`config.mk`:
```
export PLATFORM = sky130hd
export DESIGN_NAME = carrier_status_regs
export DESIGN_NICKNAME = d
export VERILOG_FILES = /design/src/rtl/carrier_regs_pkg.sv /design/src/rtl/csr_rst_sync.sv /design/src/rtl/csr_temp_poll.sv /design/src/rtl/csr_id_latch.sv /design/src/rtl/csr_bus_regs.sv /design/src/rtl/carrier_status_regs.sv
export SDC_FILE = /design/constraint.sdc
export NUM_CORES = 1
export LEC_CHECK = 0
export BUFFER_PORTS_ARGS = -buffer_cell sky130_fd_sc_hd__buf_4
export CORE_UTILIZATION = 49
export DETAILED_ROUTE_END_ITERATION = 10
export PLACE_DENSITY = 0.76
export SETUP_SLACK_MARGIN = 0.05
export SLEW_MARGIN = 25
export SYNTH_ARGS = -nofsm -noshare
export SYNTH_HDL_FRONTEND = slang
export SYNTH_SLANG_ARGS = --single-unit
```
`constraint.sdc`:
```
create_clock -name clk_i -period 10.4 [get_ports clk_i]
set_clock_uncertainty 0.05 [all_clocks]
set_input_delay 2.08 -clock clk_i [delete_from_list [all_inputs] [get_ports clk_i]]
set_output_delay 2.08 -clock clk_i [all_outputs]
set_load 0.005 [all_outputs]
```
`src/rtl/carrier_regs_pkg.sv`:
```
package carrier_regs_pkg;

  localparam int WORD_W = 32;
  localparam int ADR_W  = 3;

  typedef enum logic [ADR_W-1:0] {
    OFS_CARRIER = 3'd0,
    OFS_ID_LO   = 3'd1,
    OFS_ID_HI   = 3'd2,
    OFS_BS_TYPE = 3'd3,
    OFS_BS_DATE = 3'd4,
    OFS_TEMP    = 3'd5,
    OFS_STATUS  = 3'd6,
    OFS_CONTROL = 3'd7
  } reg_ofs_e;

  localparam int STAT_PRESENT_BIT = 16;

endpackage

```
`src/rtl/csr_rst_sync.sv`:
```
module csr_rst_sync (
  input  logic clk_i,
  input  logic rst_n_i,
  output logic rst_n_o
);

  logic [1:0] sync_q;
  logic [1:0] sync_d;

  always_comb begin
    sync_d = {sync_q[0], 1'b1};
  end

  always_ff @(posedge clk_i or negedge rst_n_i) begin
    if (!rst_n_i) begin
      sync_q <= 2'b00;
    end else begin
      sync_q <= sync_d;
    end
  end

  assign rst_n_o = sync_q[1];

endmodule

```
`src/rtl/csr_temp_poll.sv`:
```
module csr_temp_poll #(
  parameter int CLK_HZ     = 100_000_000,
  parameter int TEMP_W     = 16,
  parameter int FRAC_BITS  = 4,
  parameter int ALARM_DEGC = 60
) (
  input  logic              clk_i,
  input  logic              rst_n_i,
  input  logic              temp_vld_i,
  input  logic [TEMP_W-1:0] temp_i,
  output logic              req_o,
  output logic [TEMP_W-1:0] temp_o,
  output logic              alarm_o
);

  localparam int CNT_W = (CLK_HZ > 1) ? $clog2(CLK_HZ) : 1;
  localparam logic [CNT_W-1:0] CNT_LAST = CNT_W'(CLK_HZ - 1);
  localparam logic signed [TEMP_W-1:0] LIMIT =
    TEMP_W'(ALARM_DEGC * (2 ** FRAC_BITS));

  logic [CNT_W-1:0]  cnt_q, cnt_d;
  logic              req_q, req_d;
  logic [TEMP_W-1:0] temp_q, temp_d;
  logic              alarm_q, alarm_d;
  logic              wrap;
  logic              over;

  assign wrap = (cnt_q == CNT_LAST);
  assign over = ($signed(temp_i) > LIMIT);

  always_comb begin
    cnt_d   = wrap ? '0 : cnt_q + 1'b1;
    req_d   = wrap;
    temp_d  = temp_q;
    alarm_d = 1'b0;
    if (temp_vld_i) begin
      temp_d  = temp_i;
      alarm_d = over;
    end
  end

  always_ff @(posedge clk_i or negedge rst_n_i) begin
    if (!rst_n_i) begin
      cnt_q   <= '0;
      req_q   <= 1'b0;
      temp_q  <= '0;
      alarm_q <= 1'b0;
    end else begin
      cnt_q   <= cnt_d;
      req_q   <= req_d;
      temp_q  <= temp_d;
      alarm_q <= alarm_d;
    end
  end

  assign req_o   = req_q;
  assign temp_o  = temp_q;
  assign alarm_o = alarm_q;

  generate
    if (CLK_HZ > 1) begin : g_req_chk
      assert_req_single_R6: assert property (@(posedge clk_i) disable iff (!rst_n_i)
        req_o |=> !req_o);
    end
  endgenerate

  assert_alarm_cause_R7: assert property (@(posedge clk_i) disable iff (!rst_n_i)
    alarm_o |-> $past(temp_vld_i));

  assert_temp_hold_R5: assert property (@(posedge clk_i) disable iff (!rst_n_i)
    !temp_vld_i |=> $stable(temp_o));

endmodule

```
`src/rtl/csr_id_latch.sv`:
```
module csr_id_latch #(
  parameter int ID_W = 64
) (
  input  logic            clk_i,
  input  logic            rst_n_i,
  input  logic            id_vld_i,
  input  logic [ID_W-1:0] id_i,
  output logic [ID_W-1:0] id_o
);

  logic [ID_W-1:0] id_q, id_d;
  logic            done_q, done_d;

  always_comb begin
    id_d   = id_q;
    done_d = done_q;
    if (id_vld_i && !done_q) begin
      id_d   = id_i;
      done_d = 1'b1;
    end
  end

  always_ff @(posedge clk_i or negedge rst_n_i) begin
    if (!rst_n_i) begin
      id_q   <= '0;
      done_q <= 1'b0;
    end else begin
      id_q   <= id_d;
      done_q <= done_d;
    end
  end

  assign id_o = id_q;

  assert_id_frozen_R3: assert property (@(posedge clk_i) disable iff (!rst_n_i)
    done_q |=> $stable(id_o));

endmodule

```
`src/rtl/csr_bus_regs.sv`:
```
module csr_bus_regs
  import carrier_regs_pkg::*;
#(
  parameter logic [WORD_W-1:0] CTRL_RST = '0
) (
  input  logic              clk_i,
  input  logic              rst_n_i,
  input  logic              cyc_i,
  input  logic              stb_i,
  input  logic              we_i,
  input  logic [ADR_W-1:0]  adr_i,
  input  logic [WORD_W-1:0] dat_i,
  output logic [WORD_W-1:0] dat_o,
  output logic              ack_o,
  input  logic [WORD_W-1:0] carrier_w_i,
  input  logic [WORD_W-1:0] id_lo_w_i,
  input  logic [WORD_W-1:0] id_hi_w_i,
  input  logic [WORD_W-1:0] bs_type_w_i,
  input  logic [WORD_W-1:0] bs_date_w_i,
  input  logic [WORD_W-1:0] temp_w_i,
  input  logic [WORD_W-1:0] status_w_i,
  output logic [WORD_W-1:0] ctrl_o
);

  logic              ack_q, ack_d;
  logic [WORD_W-1:0] dat_q, dat_d;
  logic [WORD_W-1:0] ctrl_q, ctrl_d;
  logic              take;
  logic [WORD_W-1:0] rd_mux;

  assign take = cyc_i && stb_i && !ack_q;

  always_comb begin
    unique case (reg_ofs_e'(adr_i))
      OFS_CARRIER: rd_mux = carrier_w_i;
      OFS_ID_LO:   rd_mux = id_lo_w_i;
      OFS_ID_HI:   rd_mux = id_hi_w_i;
      OFS_BS_TYPE: rd_mux = bs_type_w_i;
      OFS_BS_DATE: rd_mux = bs_date_w_i;
      OFS_TEMP:    rd_mux = temp_w_i;
      OFS_STATUS:  rd_mux = status_w_i;
      default:     rd_mux = ctrl_q;
    endcase
  end

  always_comb begin
    ack_d  = take;
    dat_d  = dat_q;
    ctrl_d = ctrl_q;
    if (take) begin
      dat_d = rd_mux;
      if (we_i && (reg_ofs_e'(adr_i) == OFS_CONTROL)) begin
        ctrl_d = dat_i;
      end
    end
  end

  always_ff @(posedge clk_i or negedge rst_n_i) begin
    if (!rst_n_i) begin
      ack_q  <= 1'b0;
      dat_q  <= '0;
      ctrl_q <= CTRL_RST;
    end else begin
      ack_q  <= ack_d;
      dat_q  <= dat_d;
      ctrl_q <= ctrl_d;
    end
  end

  assign ack_o  = ack_q;
  assign dat_o  = dat_q;
  assign ctrl_o = ctrl_q;

  assert_ack_pulse_R11: assert property (@(posedge clk_i) disable iff (!rst_n_i)
    ack_o |=> !ack_o);

  assert_ack_follows_R11: assert property (@(posedge clk_i) disable iff (!rst_n_i)
    (cyc_i && stb_i && !ack_o) |=> ack_o);

  assert_ctrl_hold_R10: assert property (@(posedge clk_i) disable iff (!rst_n_i)
    !(cyc_i && stb_i && we_i && (adr_i == OFS_CONTROL)) |=> $stable(ctrl_o));

endmodule

```
`src/rtl/carrier_status_regs.sv`:
```
module carrier_status_regs
  import carrier_regs_pkg::*;
#(
  parameter int          CLK_HZ     = 100_000_000,
  parameter int          TEMP_W     = 16,
  parameter int          FRAC_BITS  = 4,
  parameter int          ALARM_DEGC = 60,
  parameter int          PG_N       = 4,
  parameter logic [15:0] BS_TYPE    = 16'h00A1,
  parameter logic [15:0] BS_VER     = 16'h0001,
  parameter logic [31:0] BUILD_UTC  = 32'h4C8F_0000,
  parameter logic [31:0] CTRL_RST   = 32'h0000_0000
) (
  input  logic              clk_i,
  input  logic              rst_n_i,
  input  logic              wb_cyc_i,
  input  logic              wb_stb_i,
  input  logic              wb_we_i,
  input  logic [2:0]        wb_adr_i,
  input  logic [31:0]       wb_dat_i,
  output logic [31:0]       wb_dat_o,
  output logic              wb_ack_o,
  input  logic [15:0]       board_type_i,
  input  logic [15:0]       pcb_ver_i,
  input  logic [PG_N-1:0]   pwr_good_i,
  input  logic              card_present_i,
  output logic              sens_temp_req_o,
  input  logic              sens_temp_vld_i,
  input  logic [TEMP_W-1:0] sens_temp_i,
  input  logic              sens_id_vld_i,
  input  logic [63:0]       sens_id_i,
  output logic [15:0]       vadj_code_o,
  output logic [15:0]       clk_sel_o,
  output logic              temp_alarm_o
);

  localparam int EXT_W = WORD_W - TEMP_W;

  logic              rst_n;
  logic [TEMP_W-1:0] temp_val;
  logic [63:0]       id_val;
  logic [31:0]       ctrl_val;
  logic [31:0]       temp_word;
  logic [31:0]       status_word;

  csr_rst_sync u_rst (
    .clk_i   (clk_i),
    .rst_n_i (rst_n_i),
    .rst_n_o (rst_n)
  );

  csr_temp_poll #(
    .CLK_HZ     (CLK_HZ),
    .TEMP_W     (TEMP_W),
    .FRAC_BITS  (FRAC_BITS),
    .ALARM_DEGC (ALARM_DEGC)
  ) u_temp (
    .clk_i      (clk_i),
    .rst_n_i    (rst_n),
    .temp_vld_i (sens_temp_vld_i),
    .temp_i     (sens_temp_i),
    .req_o      (sens_temp_req_o),
    .temp_o     (temp_val),
    .alarm_o    (temp_alarm_o)
  );

  csr_id_latch #(
    .ID_W (64)
  ) u_id (
    .clk_i    (clk_i),
    .rst_n_i  (rst_n),
    .id_vld_i (sens_id_vld_i),
    .id_i     (sens_id_i),
    .id_o     (id_val)
  );

  always_comb begin
    temp_word = {{EXT_W{temp_val[TEMP_W-1]}}, temp_val};
    status_word = '0;
    status_word[PG_N-1:0] = pwr_good_i;
    status_word[STAT_PRESENT_BIT] = card_present_i;
  end

  csr_bus_regs #(
    .CTRL_RST (CTRL_RST)
  ) u_bus (
    .clk_i       (clk_i),
    .rst_n_i     (rst_n),
    .cyc_i       (wb_cyc_i),
    .stb_i       (wb_stb_i),
    .we_i        (wb_we_i),
    .adr_i       (wb_adr_i),
    .dat_i       (wb_dat_i),
    .dat_o       (wb_dat_o),
    .ack_o       (wb_ack_o),
    .carrier_w_i ({board_type_i, pcb_ver_i}),
    .id_lo_w_i   (id_val[31:0]),
    .id_hi_w_i   (id_val[63:32]),
    .bs_type_w_i ({BS_TYPE, BS_VER}),
    .bs_date_w_i (BUILD_UTC),
    .temp_w_i    (temp_word),
    .status_w_i  (status_word),
    .ctrl_o      (ctrl_val)
  );

  assign vadj_code_o = ctrl_val[31:16];
  assign clk_sel_o   = ctrl_val[15:0];

  assert_outputs_track_R9: assert property (@(posedge clk_i) disable iff (!rst_n)
    !(wb_cyc_i && wb_stb_i && wb_we_i) |=> ($stable(vadj_code_o) && $stable(clk_sel_o)));

endmodule

```
Word level (Yosys, flattened, before mapping)
Index checks and enable logic that the tools add are counted. W data, S select, Z words.

Add/sub/neg operators: 1. Multipliers: 0. Div/mod/pow operators: 0. Order comparisons: 1. Eq/ne operators: 8. Shift operators: 0. Mux-type cells: 3. Bitwise logic cells: 0. Reduce and logical (&&, ||, !) cells: 8.

Operators by type and width (count): $pmux W32 S7 (1); $add A27 B1 Y27 const B (1); $eq A27 B27 Y1 const B (1); $mux W27 (1); $gt A16 B11 Y1 const B (1); $eq A3 B3 Y1 const B (4); $eq A3 B2 Y1 const B (2); $logic_and A1 B1 Y1 (4); $eq A3 B1 Y1 const B (1); $logic_not A3 Y1 (1); $logic_not A1 Y1 (2); $reduce_and A2 Y1 (1); $mux W1 (1).

Register bits: 177. Latch bits: 0. Memory bits (writable): 0. Memory bits (read-only): 0. Bits of input ports: 159. Output and inout port bits: 67. Word-level logic and storage cells: 31. Memories: 0.

Longest topological paths before layout
Word-level depth: 3. Mapped depth: 7.

By module
A second synthesis with hierarchy kept.

Cells, all modules: 725. Area total of the unflattened synthesis: 9059.9 um2.

Modules (own cells, without submodules): csr_bus_regs (instances 1, cells each 404, area an instance 4180.3 um2); csr_id_latch (instances 1, cells each 138, area an instance 2732.6 um2); csr_temp_poll (instances 1, cells each 178, area an instance 2085.8 um2); csr_rst_sync (instances 1, cells each 3, area an instance 53.8 um2); carrier_status_regs (instances 1, cells each 2, area an instance 7.5 um2).

Least setup slack after synthesis
No wires, ideal clock.

Kind: input to register. From: input wb_cyc_i. To: register u_bus.ctrl_q[10] (netlist: u_bus.ctrl_o[10]). Setup time: 0.125 ns. Arrival: 3.497 ns. Required time: 10.225 ns. Setup slack: 6.729 ns. Stages on the path: 7. Buffers on the path: 2. Cells stage by stage: nand2_1 or2_2 clkbuf_1 inv_1 nand4_1 clkbuf_1 mux2_2.

Longest elaborated chain between the ends: 3.

Ends and longest elaborated chain: from (decl) (line carrier_status_regs.sv:16) `input logic wb_cyc_i,`; $logic_and A1 B1 Y1 (2 in a row) (line csr_bus_regs.sv:31) `assign take = cyc_i && stb_i && !ack_q;`; $reduce_and A2 Y1 (no source line); to (signal assigned) (line csr_bus_regs.sv:66) `ctrl_q <= ctrl_d;`; to (decl) (line csr_bus_regs.sv:27) `logic [WORD_W-1:0] ctrl_q, ctrl_d;`.

Every way passes these cells. A chain may end at the register's enable or synchronous reset.

Worst setup path after layout
From: input wb_cyc_i. To: register u_bus.ctrl_q[3] (netlist: u_bus.ctrl_o[3]).

Same word-level chain as after synthesis.

==> metrics.md <==
| Metric | Value |
|---|---|
| Data arrival at the endpoint of the critical path | `5.00 ns` |
| Hold buffers post-CTS | `0` |
| Die Y | `around 130 µm` |
| Cell count after synthesis | `~660` |
| Routed WL per cell | `about 21 µm` |
| Buffers inserted by post-CTS timing repair | `0` |
| Sinks on the clock net | `around 180` |
| Required time at the worst-slack endpoint | `around 11 ns` |
| Peak supply drop | `~120 µV` |
| Critical Path End Type | `flop` |
| Net switching power | `about 460 µW` |
| Global-route wire length before repair | `around 36 mm` |
| Tightest Pin Transition | `0.9467 ns` |
| Post-DRT Antenna Nets | `0` |
| Resize count post-CTS | `0` |
| Overall via count from detail_route | `~6400` |
| Top-level I/O count | `approximately 230` |
| Cell internal power dissipation | `about 1.3 mW` |
| Reg clk slew, reported paths | `roughly 0.060 ns` |
| Minimum clock period | `around 4.7 ns` |
| Number of hold-slack violations in the final timing report | `0` |
| Beginning of the critical path | `wb_cyc_i` |
| Total power draw | `around 1.8 mW` |
| Std cell rows | `between 40 and 50` |
| Core box area | `roughly 16000 µm²` |
| Clock network fraction of total power | `a little under two fifths` |
| Startpoint type of the worst setup path | `input pin` |
| Number of synthesized flops with an enable pin | `0` |
| Number of different library cells in the post-synthesis netlist | `a little under 50` |
| Final RePlAce weighted congestion | `a little over 0.9` |
| Pre-Repair DR Iteration Count | `5` |
| Worst Setup Slack, final | `about 5.7 ns` |
| Worst Setup Slack post-DPL | `roughly 5.3 ns` |
| Outcome | `finished clean` |
| Ant diodes | `0` |
| Post-Route Setup TNS | `0 ns` |
| Mapped Avg Cell Area | `approximately 12 µm²` |
| Maximum buffer depth of the clock tree | `2` |
| Remaining DRCs | `0` |
| Final worst path period share | `approximately 46%` |
| Drt first-iter violations | `around 530` |
| Maximum net fanout on the critical path | `46` |
| Setup Viol. Count Final | `0` |
| Classification of the worst setup path | `in -> reg` |
| CTS H-tree depth | `4` |
| Sum of routed wire length over all layers | `around 23 mm` |
| Flip-flop and latch count after synthesis | `between 150 and 200` |
| All-layer global routing usage | `between 20 and 30%` |
| Sequential element share of the synthesized area | `55.62%` |
| Via/cell ratio | `between 5 and 6` |
| Most common flop cell mapped by yosys | `dfrtp_1` |
| Total number of yosys warnings | `0` |
| Antenna violations before repair | `0` |
| DIE AREA | `around 17000 µm²` |
| TritonCTS clock tree | `done` |
| Unrepaired setup endpoints after global routing | `false` |
| Number of buffers created by CTS | `17` |
| Source-to-sink clock delay at the later pin of the worst-skew pair | `0.43 ns` |
| Number of global-route vias before repair | `roughly 6600` |
| Number of maximum-capacitance violations | `0` |
| Layout fillers | `approximately 1200` |
| Number of buffers added on ports | `approximately 230` |
| Maximum number of pins on one net before global-route repair | `between 90 and 100` |
| Post-synthesis to final-layout area growth | `31.11%` |
| Clk Tree Root Cell | `clkbuf_16` |
| Max transition margin | `36.54%` |
| Cells after DPL | `around 1100` |
| Remaining global-route overflow | `0` |
| Nets | `about 1000` |
| Power density cells | `169.7 nW/µm²` |
| Critical register-to-register path startpoint | `u_bus.ack_o$_DFF_PN0_` |
| Placed wire-length estimate | `about 17 mm` |
| Leakage | `slightly below 5 nW` |
| Switching share of power | `between 20% and 30%` |
| Horiz. Die Dim | `about 130 µm` |
| Highest achievable clock rate | `211.0 MHz` |
| Seq pwr share | `between 40% and 50%` |
| Share of total power in combinational logic | `about 16%` |
| Final std cells w/o fill | `between 1000 and 1500` |
| Synthesized area | `between 7000 and 8000 µm²` |
| Final Max Tran Viols | `0` |
| Share of layout cells above drive strength 1 | `approximately 47%` |
| Asr flop ratio synth | `100.0%` |
| Syn_nets | `817` |
| Class of the tightest hold or removal check | `reg -> async` |
| Starting density of the core | `about half` |
| Core occupancy in the finished layout | `about two thirds` |
critical path: stages:
cell	delay, ns
buf_4	0.10
nand2_1	0.09
or2_2	0.69
inv_1	0.49
nand4_1	0.71
buf_4	0.42
mux2_2	0.38
final cells by class:
class,instances,area (µm²),area share [%]
well taps,216,270.3,2.588
multi-input cells,432,3362,32.20
repair buffers,230,1730,16.57
inverters,10,37.54,0.3595
flip-flops and latches,177,4433,42.46
clock inverters,15,182.7,1.750
clock buffers,17,425.4,4.074
synth_stat cells, types with 2 or more instances:
| cell | n | share of area (%) |
|---|---|---|
| a222oi_1 | 7 | 0.88 |
| o211ai_1 | 3 | 0.28 |
| xor2_1 | 9 | 0.99 |
| or2_2 | 2 | 0.16 |
| inv_1 | 8 | 0.38 |
| nand3_1 | 8 | 0.50 |
| nand2_1 | 52 | 2.5 |
| and2_1 | 3 | 0.24 |
| nor2_1 | 26 | 1.2 |
| and3_1 | 3 | 0.24 |
| nor2b_1 | 6 | 0.47 |
| o21ai_0 | 46 | 2.9 |
| or3_1 | 3 | 0.24 |
| a22oi_1 | 2 | 0.19 |
| dfrtp_1 | 177 | 56 |
| nand4_1 | 7 | 0.55 |
| buf_1 | 4 | 0.19 |
| a2bb2oi_1 | 9 | 0.99 |
| clkinv_1 | 2 | 0.094 |
| a221o_1 | 4 | 0.50 |
| a221oi_1 | 15 | 1.6 |
| clkbuf_1 | 32 | 1.5 |
| nand2b_1 | 3 | 0.24 |
| mux2_2 | 140 | 20 |
| o31ai_1 | 12 | 1.1 |
| or4_1 | 6 | 0.57 |
| a22o_1 | 9 | 0.99 |
| xnor2_1 | 7 | 0.77 |
| a21oi_1 | 23 | 1.4 |
| nor3_1 | 6 | 0.38 |
| nor4_1 | 5 | 0.39 |
flip-flops by register name, summed over array words and instances (netlist names):
signal / cells
u_temp.temp_o: 16
u_bus.dat_o: 32
u_id.id_o: 64
u_temp.req_o: 1
u_bus.ack_o: 1
u_id.done_q: 1
u_temp.alarm_o: 1
u_temp.cnt_q: 27
u_rst.sync_q: 2
u_bus.ctrl_o: 32
worst paths after layout:
check | end | slack (ns) | cells after the start
setup / recovery | u_bus.ctrl_o[3]$_DFFE_PN0P_ | 5.66 | 7
min in group clk_i | u_rst.sync_q[1]$_DFF_PN0_ | 0.31 | 0
hold / removal | u_bus.ctrl_o[12]$_DFFE_PN0P_ | 0.23 | 0
hold reg to reg | u_bus.ctrl_o[12]$_DFFE_PN0P_ | 0.23 | 0
max in group asynchronous | u_temp.temp_o[11]$_DFFE_PN0P_ | 8.25 | 2
setup reg to reg | u_bus.ctrl_o[3]$_DFFE_PN0P_ | 7.16 | 5
routing by layer:
layer  up-vias  GRT usage (%)  share of wire [%]
met5         -              0                  0
met2       258          48.73                 50
met4         0          11.49                3.0
met1      3225          34.94                 40
li1       2843              -                  -
met3        50          7.391                7.1
power by group through the flow:
stage,combinational [mW],clock (mW),sequential [mW]
after floorplan,0.117,0,0.831
final,0.283,0.658,0.830
after global placement,0.271,0,0.838
after global routing,0.305,0.696,0.838
after detailed placement,0.281,0,0.842
after CTS,0.283,0.669,0.829
cell families after synthesis:
logic type | Yosys count | share of synthesized area, %
buffers and inverters | 48 | 2.325
adders and majority gates | 1 | 0.1571
muxes | 141 | 19.92
and+or+nand+nor | 137 | 8.594
DFF | 177 | 55.62
xor gates and xnor gates | 16 | 1.760
AOI/OAI and AO/OA | 136 | 11.58
other | 1 | 0.04709
layout by cell type (no fill, tap or decap), types with 5 or more instances in the layout:
master,instances
clkbuf_16,17
nand3_1,8
nor3_1,6
xor2_1,9
o31ai_1,12
nand4_1,7
nor4_1,5
nor2_1,25
a221oi_1,15
a21oi_1,23
buf_4,229
mux2_2,140
or4_1,6
xnor2_1,7
o21ai_0,46
nand2_1,52
dfrtp_1,176
inv_1,8
a222oi_1,7
a2bb2oi_1,9
a22o_1,9
through the flow:
step | hold WS [ns] | instance area (µm²)
6_report | 0.2300 | 10440
4_1_cts | 0.2517 | 10440
2_1_floorplan | 0.2812 | 7964
3_5_place_dp | 0.2485 | 9828
5_1_grt | 0.2820 | 10440
3_3_place_gp | 0.2321 | 9824
Note: power is estimated with default switching activity, not from simulation.
